===== src/rtl/brg_pkg.sv =====
package brg_pkg;

    localparam int RATE_W = 8;
    localparam int SEL_W  = 2;
    localparam int FIN_W  = 8;

    typedef enum logic [1:0] {
        MODE_ASYNC = 2'd0,
        MODE_SYNC  = 2'd1,
        MODE_CARD  = 2'd2
    } brg_mode_e;

    typedef struct packed {
        logic [SEL_W-1:0] presc;
        logic [SEL_W-1:0] cycles;
        logic             sync_bit;
        logic             card_bit;
    } brg_cfg_t;

    function automatic brg_mode_e cfg_mode(input brg_cfg_t c);
        if (c.card_bit)
            return MODE_CARD;
        else if (c.sync_bit)
            return MODE_SYNC;
        else
            return MODE_ASYNC;
    endfunction

    // Number of base ticks that make one bit.
    function automatic logic [FIN_W-1:0] ticks_per_bit(input brg_mode_e m,
                                                       input logic [SEL_W-1:0] cyc);
        logic [FIN_W-1:0] len;
        case (m)
            MODE_SYNC: len = FIN_W'(4);
            MODE_CARD: begin
                case (cyc)
                    2'd0:    len = FIN_W'(16);
                    2'd1:    len = FIN_W'(32);
                    2'd2:    len = FIN_W'(186);
                    default: len = FIN_W'(128);
                endcase
            end
            default:   len = FIN_W'(32);
        endcase
        return len;
    endfunction

endpackage


===== src/rtl/brg_cfg_track.sv =====
module brg_cfg_track
    import brg_pkg::*;
#(
    parameter int W = RATE_W
) (
    input  logic         clk,
    input  logic         rst_n,
    input  logic         en,
    input  logic         we,
    input  logic [W-1:0] wdata,
    input  brg_cfg_t     cfg_in,
    output logic [W-1:0] rate_q,
    output logic [W-1:0] rate_nxt,
    output logic         restart
);

    typedef struct packed {
        logic [W-1:0] rate;
        brg_cfg_t     cfg;
    } state_t;

    state_t st_d, st_q;

    always_comb begin
        st_d     = st_q;
        st_d.cfg = cfg_in;
        if (we)
            st_d.rate = wdata;
        restart = we || (cfg_in != st_q.cfg) || !en;
    end

    always_ff @(posedge clk or negedge rst_n) begin
        if (!rst_n) begin
            st_q.rate <= '1;
            st_q.cfg  <= '0;
        end else begin
            st_q <= st_d;
        end
    end

    assign rate_q   = st_q.rate;
    assign rate_nxt = st_d.rate;

endmodule


===== src/rtl/brg_base_div.sv =====
module brg_base_div
    import brg_pkg::*;
#(
    parameter int W  = RATE_W,
    parameter int SW = SEL_W
) (
    input  logic          clk,
    input  logic          rst_n,
    input  logic          restart,
    input  logic [SW-1:0] presc,
    input  logic [W-1:0]  rate_q,
    input  logic [W-1:0]  rate_nxt,
    output logic          base_tick
);

    localparam int PRE_W = 2 * ((1 << SW) - 1);

    typedef struct packed {
        logic [PRE_W-1:0] pre;
        logic [W-1:0]     div;
    } state_t;

    state_t           st_d, st_q;
    logic [PRE_W-1:0] pre_last;
    logic             pre_wrap;

    always_comb begin
        st_d      = st_q;
        base_tick = 1'b0;
        pre_last  = PRE_W'((64'd1 << (2 * presc)) - 64'd1);
        pre_wrap  = (st_q.pre == pre_last);
        if (restart) begin
            st_d.pre = '0;
            st_d.div = rate_nxt;
        end else if (pre_wrap) begin
            st_d.pre = '0;
            if (st_q.div == '0) begin
                st_d.div  = rate_q;
                base_tick = 1'b1;
            end else begin
                st_d.div = st_q.div - 1'b1;
            end
        end else begin
            st_d.pre = st_q.pre + 1'b1;
        end
    end

    always_ff @(posedge clk or negedge rst_n) begin
        if (!rst_n) begin
            st_q.pre <= '0;
            st_q.div <= '1;
        end else begin
            st_q <= st_d;
        end
    end

endmodule


===== src/rtl/brg_bit_cnt.sv =====
module brg_bit_cnt
    import brg_pkg::*;
#(
    parameter int FW = FIN_W,
    parameter int SW = SEL_W
) (
    input  logic          clk,
    input  logic          rst_n,
    input  logic          restart,
    input  logic          base_tick,
    input  brg_mode_e     mode,
    input  logic [SW-1:0] cycles,
    output logic          bit_stb,
    output logic          tick_stb,
    output logic          sub_stb
);

    typedef struct packed {
        logic [FW-1:0] fin;
        logic          bit_o;
        logic          tick_o;
        logic          sub_o;
    } state_t;

    state_t        st_d, st_q;
    logic [FW-1:0] len;
    logic          last;

    always_comb begin
        st_d        = st_q;
        st_d.bit_o  = 1'b0;
        st_d.tick_o = 1'b0;
        st_d.sub_o  = 1'b0;
        len         = ticks_per_bit(mode, cycles);
        last        = (st_q.fin == len - 1'b1);
        if (restart) begin
            st_d.fin = '0;
        end else if (base_tick) begin
            st_d.fin    = last ? '0 : st_q.fin + 1'b1;
            st_d.bit_o  = last;
            st_d.tick_o = (mode != MODE_SYNC);
            st_d.sub_o  = (mode == MODE_ASYNC) && st_q.fin[0];
        end
    end

    always_ff @(posedge clk or negedge rst_n) begin
        if (!rst_n) begin
            st_q <= '0;
        end else begin
            st_q <= st_d;
        end
    end

    assign bit_stb  = st_q.bit_o;
    assign tick_stb = st_q.tick_o;
    assign sub_stb  = st_q.sub_o;

endmodule


===== src/rtl/baud_rate_gen.sv =====
module baud_rate_gen
    import brg_pkg::*;
(
    input  logic              clk,
    input  logic              rst_n,
    input  logic              gen_en,
    input  logic              rate_we,
    input  logic [RATE_W-1:0] rate_wdata,
    output logic [RATE_W-1:0] rate_rdata,
    input  logic [SEL_W-1:0]  presc_sel,
    input  logic [SEL_W-1:0]  cycles_sel,
    input  logic              sync_sel,
    input  logic              card_sel,
    output logic              bit_stb,
    output logic              tick_stb,
    output logic              sub_stb
);

    brg_cfg_t          cfg;
    logic [RATE_W-1:0] rate_nxt;
    logic              restart;
    logic              base_tick;

    assign cfg.presc    = presc_sel;
    assign cfg.cycles   = cycles_sel;
    assign cfg.sync_bit = sync_sel;
    assign cfg.card_bit = card_sel;

    brg_cfg_track #(.W(RATE_W)) i_cfg (
        .clk      (clk),
        .rst_n    (rst_n),
        .en       (gen_en),
        .we       (rate_we),
        .wdata    (rate_wdata),
        .cfg_in   (cfg),
        .rate_q   (rate_rdata),
        .rate_nxt (rate_nxt),
        .restart  (restart)
    );

    brg_base_div #(.W(RATE_W), .SW(SEL_W)) i_div (
        .clk       (clk),
        .rst_n     (rst_n),
        .restart   (restart),
        .presc     (presc_sel),
        .rate_q    (rate_rdata),
        .rate_nxt  (rate_nxt),
        .base_tick (base_tick)
    );

    brg_bit_cnt #(.FW(FIN_W), .SW(SEL_W)) i_bit (
        .clk       (clk),
        .rst_n     (rst_n),
        .restart   (restart),
        .base_tick (base_tick),
        .mode      (cfg_mode(cfg)),
        .cycles    (cycles_sel),
        .bit_stb   (bit_stb),
        .tick_stb  (tick_stb),
        .sub_stb   (sub_stb)
    );

endmodule


===== config.mk =====
export PLATFORM = sky130hd
export DESIGN_NAME = baud_rate_gen
export DESIGN_NICKNAME = d
export VERILOG_FILES = /design/src/rtl/brg_pkg.sv /design/src/rtl/brg_cfg_track.sv /design/src/rtl/brg_base_div.sv /design/src/rtl/brg_bit_cnt.sv /design/src/rtl/baud_rate_gen.sv
export SDC_FILE = /design/constraint.sdc
export NUM_CORES = 1
export LEC_CHECK = 0
export BUFFER_PORTS_ARGS = -buffer_cell sky130_fd_sc_hd__buf_4
export CORE_MARGIN = 3
export CORE_UTILIZATION = 55
export DETAILED_ROUTE_END_ITERATION = 8
export GPL_ROUTABILITY_DRIVEN = 0
export HOLD_SLACK_MARGIN = 0.1
export PLACE_DENSITY = 0.78
export SKIP_LAST_GASP = 1
export SLEW_MARGIN = 20
export SYNTH_ARGS = -nofsm -noshare
export SYNTH_HDL_FRONTEND = slang
export SYNTH_SLANG_ARGS = --single-unit

===== constraint.sdc =====
create_clock -name clk -period 2.5 [get_ports clk]
set_input_delay 0.25 -clock clk [delete_from_list [all_inputs] [get_ports clk]]
set_output_delay 0.25 -clock clk [all_outputs]
set_load 0.05 [all_outputs]

==> flow_summary_export.csv, run 1 <==
group,metric,value,unit
pwr,p_sw,377,uW
die,die_x,70.5,um
clock_network,cts_tree,"yes",
global_route,grt_pass1_wl,7.08,mm
drt,drc,0,
sta,period_share,92.5,%
synthesis,syn_inst,232,
clock_network,cts_num_sinks,39,
synthesis,synth_largest_area_cell,"dfrtp_1",
sta,slew_headroom,68.1,%
critical_path,rrSetupSlack,0.19,ns
pwr,p_per_area,539,nW/um^2
drt,drt_iter0_markers,149,
die,start_util,59.8,%
synthesis,synth.area.top_cells,"dfrtp_1 25%, dfstp_2 18%, mux2_2 5.9%",
global_route,overflow,0,
synthesis,yosysSeqAreaShare,43.5,%
placement,dpl.hpwl,3.09,mm
critical_path,reg2reg_depth,8,
clock_network,cts_setup_buffers,0,
die,core,3830,um^2
worst_hold_path,holdPathEnd,"i_cfg.st_q[3]$_DFF_PN0_",
pwr,swShare,26.8,%
critical_path,regToRegEndpoint,"i_bit.st_q[10]$_DFFE_PN0P_",
synthesis,syn-cell-area,2290,um^2
worst_hold_path,holdPathStages,1,
drt,firstDrtPassIters,4,
die,ios,29,
pwr,p_seq_share,50.8,%
sta,slew_viol_final,0,
sta,setup_tns,0,ns
sta,setup_viol,0,
pwr,vdd_drop_max,0.327,mV
drt,viasPerCell,5.64,
clock_network,clk_latency,0.29,ns
clock_network,clk_pin_slew,0.07,ns
drt,wire_per_inst,14.1,um
sta,setup_ws,0.188,ns
run_status,status,"finished clean",
placement,portBuffers,28,
clock_network,cts_buffers,5,
clock_network,ctsLongestPathBuffers,2,
synthesis,synth-main-ff-cell,"dfrtp_1",
drt,wl,4.31,mm
layout,drive_gt1_share,30.0,%
die,die_area,4970,um^2
pwr,internal-power,1.03,mW
critical_path,required,2.69,ns
global_route,track_usage,17.9,%
synthesis,async_flop_share,100,%
critical_path,rr_startpoint,"i_div.st_q[0]$_DFFE_PN1P_",
critical_path,cp-end-kind,"flip-flop",
global_route,grt_max_degree,40,
global_route,grt_pass1_vias,1493,
pwr,comb_power_share,16.0,%
layout,fill_cells,292,
drt,antenna_left,0,
synthesis,syn_avg_cell_area,9.86,um^2
synthesis,synth_warnings,0,
die,die_height,70.5,um
sta,min_period,2.31,ns
synthesis,syn_nets,257,
layout,nets,281,
critical_path,crit_arrival,2.50,ns
layout,multi_input_area,1180,um^2
synthesis,synth_seq_cells,39,
synthesis,synth_edf_count,0,
synthesis,synth_top_area_share,25.2,%
pwr,power_leakage,1.09,nW
sta,rsz0062_at_grt,"false",
layout,regArea,996,um^2
layout,area_growth,14.3,%
placement,place_ws,0.0922,ns
critical_path,path_class,"reg2reg",
critical_path,critPathMaxFanout,5,
worst_hold_path,hp-class,"in2reg",
synthesis,synth_cell_types,47,
layout,final_core_util,68.4,%
synthesis,synth_most_common_cell,"nor2_1",
global_route,antenna_found_initial,0,
worst_hold_path,hp-start,"cycles_sel[1]",
flow_run,max_cap_violations,0,
die,rows,22,
sta,final.setup_skew,0.00673,ns
synthesis,synth_commonest_cells,"28 x nor2_1, 23 x dfrtp_1, 16 x dfstp_2, 15 x xnor2_1",
critical_path,cp-start-kind,"flip-flop",
layout,antenna_cells,0,
clock_network,clock-root-buffer,"clkbuf_8",
drt,via_count,1720,
sta,holdWs,0.107,ns
clock_network,htreeDepth,2,
sta,max_freq,433,MHz
sta,worstMarginPinSlew,0.479,ns
pwr,clockPowerShare,33.2,%
sta,hold_viol_final,0,
critical_path,critical_path.startpoint,"i_div.st_q[0]$_DFFE_PN1P_",
-- timing repair --
item                       CTS  global route
setup endpoints to repair    0             1
resized for setup            0             1
hold endpoints to repair    23             0
hold buffers                 1             0
-- layout make-up --
class	instances	share of cell area, %
repair buffers	34	9.85
well taps	48	2.30
flip-flops and latches	39	38.1
inverters	6	0.861
clock buffers	8	3.83
multi-input cells	170	45.1
-- power groups by stage --
| stage | clock, mW | sequential (mW) | combinational [mW] |
|---|---|---|---|
| 4_1_cts | 0.474 | 0.715 | 0.229 |
| 3_3_place_gp | 0 | 0.724 | 0.224 |
| 3_5_place_dp | 0 | 0.725 | 0.227 |
| 2_1_floorplan | 0 | 0.717 | 0.170 |
| 6_report | 0.468 | 0.715 | 0.226 |
| 5_1_grt | 0.507 | 0.720 | 0.247 |
-- cells in the final DEF (no fill, tap or decap), types with 3 or more instances in the layout --
cell	n
a21boi_0	3
a21oi_1	9
and3_1	3
buf_4	33
clkbuf_8	7
dfrtp_1	23
dfstp_2	16
ha_1	7
inv_1	6
mux2_2	12
mux2i_1	4
nand2_1	12
nand2b_1	3
nand3_1	12
nor2_1	28
nor2b_1	4
nor3_1	6
nor4_1	4
o21ai_0	4
or3_1	3
xnor2_1	15
xor2_1	8
-- state kept, by name, summed over array words and instances, names as in the netlist --
name / count
i_bit.sub_stb: 1
i_div.st_q: 14
i_cfg.rate_q: 8
i_cfg.st_q: 6
i_bit.tick_stb: 1
i_bit.bit_stb: 1
i_bit.st_q: 8
-- worst max-delay path by stage --
stage,endpoint,slack [ns],cells past startpoint
detailed placement,i_bit.sub_stb$_DFF_PN0_,0.09,7
global route,i_bit.sub_stb$_DFF_PN0_,0.07,7
CTS,i_bit.sub_stb$_DFF_PN0_,0.07,7
finish,i_bit.st_q[10]$_DFFE_PN0P_,0.19,8
floorplan,i_div.st_q[5]$_DFFE_PN1P_,0.30,9
global placement,i_div.st_q[6]$_DFFE_PN1P_,0.16,9
-- worst max-delay path, stage by stage (launching register included) --
cell and delay (ns):
dfstp_2 0.39, inv_1 0.06, ha_1 0.16, or4b_4 0.49, nor4_1 0.24, o211ai_1 0.25, nor4_1 0.40, xnor2_1 0.16
nor2_1 0.05
-- metal layers --
metal	share of wire, %	GRT usage (%)	vias to the layer above
met2	44	24.4	31
met4	1.3	5.11	0
met3	4.2	5.04	6
li1	-	-	864
met1	51	27.3	819
met5	0	0	-
-- cells by family (layout without fill, tap and decap cells) --
family | after synthesis | after routing | synth area share (%)
multiplexers | 16 | 16 | 7.65
buffers and inverters | 23 | 48 | 5.36
flip-flops | 39 | 39 | 43.5
adder cells (fa/ha/maj) | 7 | 7 | 3.83
XOR/XNOR | 23 | 23 | 8.80
AO/OA/AOI/OAI | 36 | 36 | 10.9
AND/OR/NAND/NOR | 88 | 88 | 19.9
-- through the flow --
step           instances  total power, mW  cell area (um^2)
2_1_floorplan        232            0.887              2290
6_report             305             1.41              2620
5_1_grt              305             1.47              2620
3_3_place_gp         296            0.948              2500
3_5_place_dp         296            0.952              2500
4_1_cts              305             1.42              2610
Note: power is estimated with default switching activity, not from simulation.
==> run 2: changes to the inputs <==
Settings changed: CTS_BUF_LIST from default to sky130_fd_sc_hd__clkbuf_2.
==> flow_summary_export.csv, run 2 (synthesized netlist as in run 1, its figures left out) <==
group,metric,value,unit
die,die_area,4970,um^2
sta,setup_tns,0,ns
layout,final_core_util,70.5,%
sta,min_period,2.43,ns
drt,drc,0,
layout,final_common_cell,"buf_4",
die,start_util,59.8,%
flow_run,max_cap_violations,0,
global_route,track_usage,18.9,%
clock_network,ctsLongestPathBuffers,2,
placement,portBuffers,28,
critical_path,rrSetupSlack,0.12,ns
layout,nets,295,
drt,antenna_left,0,
sta,rsz0062_at_grt,"false",
pwr,vdd_drop_max,0.241,mV
clock_network,clk_latency,0.39,ns
layout,layout_common_cells,"33 x buf_4, 27 x nor2_1, 23 x dfrtp_1",
critical_path,cp-end-kind,"flip-flop",
pwr,power,1.23,mW
drt,via_count,1773,
layout,fill_cells,289,
layout,drive_gt1_share,28.4,%
clock_network,cts_setup_buffers,0,
sta,setup_viol,0,
critical_path,cp-start-kind,"input pin",
sta,worstMarginPinSlew,0.485,ns
sta,hold_viol_final,0,
layout,stdcell_area,2700,um^2
drt,firstDrtPassIters,4,
die,rows,22,
sta,final.setup_skew,0.0263,ns
die,die_height,70.5,um
drt,drt_iter0_markers,158,
global_route,grt_pass1_wl,7.41,mm
global_route,overflow,0,
die,core,3830,um^2
die,die_x,70.5,um
clock_network,htreeDepth,2,
critical_path,critPathMaxFanout,7,
critical_path,path_class,"in2reg",
worst_hold_path,hp-class,"in2reg",
sta,max_freq,411,MHz
placement,placedCellCount,296,
clock_network,clock-root-buffer,"clkbuf_2",
clock_network,cts_buffers,5,
critical_path,slowest_stage,"dlygate4sd3_1",
sta,period_share,97.3,%
drt,wl,4.54,mm
critical_path,required,2.81,ns
critical_path,path_cells,"dlygate4sd3_1 -> buf_4 -> or4_1 -> a211oi_2 -> o211ai_1 -> nor4_1 -> xnor2_1 -> nor2_1",
placement,placed_cell_area,2500,um^2
sta,slew_headroom,67.6,%
clock_network,cts_num_sinks,39,
run_status,status,"finished clean",
placement,dpl.hpwl,3.09,mm
die,ios,29,
layout,largest_register,"i_div.st_q",
global_route,grt_pass1_vias,1544,
critical_path,slowest_delay,0.54,ns
global_route,grt_max_degree,40,
layout,fin_cells,319,
pwr,p_per_area,455,nW/um^2
clock_network,cts_tree,"yes",
pwr,power_leakage,1.13,nW
drt,viasPerCell,5.56,
layout,area_growth,17.8,%
global_route,antenna_found_initial,0,
sta,slew_viol_final,0,
layout,largest_reg_flops,14,
layout,antenna_cells,0,
drt,wire_per_inst,14.2,um
clock_network,clk_pin_slew,0.19,ns
critical_path,crit_arrival,2.74,ns
run 2: changes by cell type in the layout (fill, tap and decap cells not counted):
cell           before  now
nor2_2              1    2
clkbuf_1            1    0
dlygate4sd3_1       1   15
clkinv_1            0    2
clkbuf_2            0    6
clkbuf_8            7    0
nor2_1             28   27
run 2: layout make-up:
type	instances	area [um^2]	area share (%)
inverters	6	22.5	0.835
flip-flops and latches	39	996	36.9
multi-input cells	170	1180	43.9
clock buffers	6	30.0	1.11
well taps	48	60.1	2.23
clock inverters	2	7.51	0.278
repair buffers	48	398	14.8
run 2: timing repair:
item,4_1_cts,5_1_grt
hold buffers,14,1
endpoints found under the setup margin,0,1
hold endpoints to repair,37,1
gates resized for setup,0,2
run 2: layer usage:
| layer | wire [um] | up-vias | GRT usage, % |
|---|---|---|---|
| met4 | 70 | 0 | 7.45 |
| li1 | - | 888 | - |
| met5 | 0 | - | 0 |
| met3 | 169 | 7 | 4.75 |
| met2 | 2030 | 32 | 27.0 |
| met1 | 2270 | 846 | 27.3 |
run 2: power breakdown:
part | internal [mW] | switching (mW) | leakage (nW)
registers | 0.684 | 0.0327 | 0.476
logic | 0.111 | 0.135 | 0.622
clock network | 0.0673 | 0.198 | 0.0281
run 2: final timing paths:
path	endpoint	start	depth (start not counted)
max	i_bit.st_q[10]$_DFFE_PN0P_	presc_sel[1]	8
min	i_cfg.rate_q[7]$_DFF_PN1_	rate_we	2
max reg2reg	i_bit.st_q[10]$_DFFE_PN0P_	i_div.st_q[0]$_DFFE_PN1P_	8
min reg2reg	i_div.st_q[3]$_DFFE_PN1P_	i_div.st_q[3]$_DFFE_PN1P_	2
max in group asynchronous	i_cfg.st_q[0]$_DFF_PN0_	rst_n	2
min in group asynchronous	i_div.st_q[9]$_DFF_PN0_	rst_n	2
run 2: worst max-delay path, delay by kind of cell:
family	cells	cell delay, ns
simple gates	3	1.02
buf+inv	2	0.70
xor+xnor	1	0.17
compound gates	2	0.59
run 2: per-stage QoR:
step	hold slack [ns]	worst slack (ns)
floorplan	-0.0456	0.300
global placement	0.244	0.163
detailed placement	0.247	0.0922
CTS	0.104	0.0366
global route	0.159	0.0177
finish	0.218	0.0679
==> run 3: changes to the inputs <==
Settings changed: CORE_MARGIN 3 to 2.
==> flow_summary_export.csv, run 3 (synthesized netlist as in run 1, its figures left out) <==
group,metric,value,unit
layout,layout_common_cells,"34 x buf_4, 27 x nor2_1, 23 x dfrtp_1",
drt,viasPerCell,5.61,
clock_network,clk_latency,0.38,ns
flow_run,max_cap_violations,0,
clock_network,htreeDepth,2,
layout,largest_reg_flops,14,
clock_network,cts_num_sinks,39,
die,die_height,68.5,um
critical_path,cp-end-kind,"flip-flop",
layout,antenna_cells,0,
sta,setup_viol,0,
worst_hold_path,holdPathStages,2,
drt,firstDrtPassIters,4,
critical_path,critPathMaxFanout,7,
critical_path,slowest_delay,0.54,ns
clock_network,ctsLongestPathBuffers,2,
placement,portBuffers,28,
clock_network,clock-root-buffer,"clkbuf_2",
run_status,status,"finished clean",
layout,largest_register,"i_div.st_q",
sta,period_share,95.7,%
critical_path,cp-start-kind,"input pin",
layout,nets,296,
pwr,p_per_area,451,nW/um^2
critical_path,cpMostUsedCell,"mux2_2",
sta,slew_viol_final,0,
critical_path,path_cells,"dlygate4sd3_1 -> buf_4 -> or4_1 -> a211oi_2 -> o21ai_2 -> nor3_1 -> mux2_2 -> mux2_2",
global_route,antenna_found_initial,0,
layout,final_core_util,68.0,%
sta,min_period,2.39,ns
worst_hold_path,hp-class,"in2reg",
drt,drt_iter0_markers,108,
drt,wire_per_inst,13.7,um
critical_path,required,2.83,ns
sta,holdWs,0.227,ns
global_route,track_usage,20.3,%
critical_path,crit_arrival,2.72,ns
layout,drive_gt1_share,29.4,%
pwr,power_leakage,1.13,nW
die,start_util,57.2,%
clock_network,clk_pin_slew,0.19,ns
global_route,grt_pass1_vias,1547,
critical_path,path_class,"in2reg",
drt,via_count,1807,
die,die_area,4690,um^2
sta,rsz0062_at_grt,"false",
die,rows,23,
die,core,4000,um^2
sta,worstMarginPinSlew,0.483,ns
sta,max_freq,418,MHz
drt,wl,4.41,mm
global_route,grt_max_degree,40,
global_route,overflow,0,
sta,hold_viol_final,0,
critical_path,crit_cells,8,
critical_path,slowest_stage,"dlygate4sd3_1",
die,ios,29,
sta,setup_tns,0,ns
critical_path,crit_buf_inv,2,
sta,final.setup_skew,0.0205,ns
layout,final_common_cell,"buf_4",
sta,slew_headroom,67.8,%
drt,antenna_left,0,
global_route,grt_pass1_wl,7.10,mm
clock_network,cts_buffers,5,
critical_path,reg2reg_depth,8,
critical_path,critPathTopFamily,"buffers and inverters",
placement,dpl.hpwl,3.14,mm
drt,drc,0,
layout,area_growth,18.8,%
die,die_x,68.5,um
clock_network,cts_tree,"yes",
pwr,power,1.22,mW
pwr,vdd_drop_max,0.273,mV
[run 3: where the power goes]
part | internal [mW] | switching (mW) | total, mW
Clock | 0.0674 | 0.194 | 0.261
Sequential | 0.684 | 0.0334 | 0.717
Combinational | 0.111 | 0.135 | 0.246
[run 3: final timing paths]
kind / to / slack (ns) / startpoint
max: i_div.st_q[6]$_DFFE_PN1P_ / 0.11 / presc_sel[1]
min: i_cfg.rate_q[3]$_DFF_PN1_ / 0.23 / rate_we
max reg2reg: i_div.st_q[5]$_DFFE_PN1P_ / 0.20 / i_div.st_q[0]$_DFFE_PN1P_
min reg2reg: i_div.st_q[3]$_DFFE_PN1P_ / 0.54 / i_div.st_q[3]$_DFFE_PN1P_
max in group asynchronous: i_div.st_q[1]$_DFFE_PN1P_ / 1.78 / rst_n
min in group asynchronous: i_bit.st_q[4]$_DFFE_PN0P_ / 0.35 / rst_n
[run 3: final cells by class]
cell class,count,area (um^2)
clock buffer,6,30.0
clock inverter,2,7.51
fill,310,1280
sequential,39,996
inverter,6,22.5
multi-input combinational,170,1190
tap,50,62.6
timing repair buffer,49,405
[run 3: routing by layer]
metal | up-vias | track usage, % | wire length (um)
met5 | - | 0 | 0
met4 | 0 | 7.25 | 35
met3 | 7 | 4.87 | 231
met2 | 45 | 32.0 | 2080
met1 | 861 | 27.4 | 2060
li1 | 894 | - | -
[run 3: timing repair]
item	4_1_cts	5_1_grt
hold buffers	12	3
resized for setup	0	4
setup buffers	0	1
setup endpoints to repair	0	4
endpoints found under the hold margin	35	3
[run 3: through the flow]
step                std cells  setup WS, ns  instance area [um^2]
finish                    322         0.108                  2720
global route              322        0.0178                  2720
CTS                       318        0.0848                  2660
detailed placement        298         0.120                  2500
global placement          298         0.172                  2500
floorplan                 232         0.300                  2290
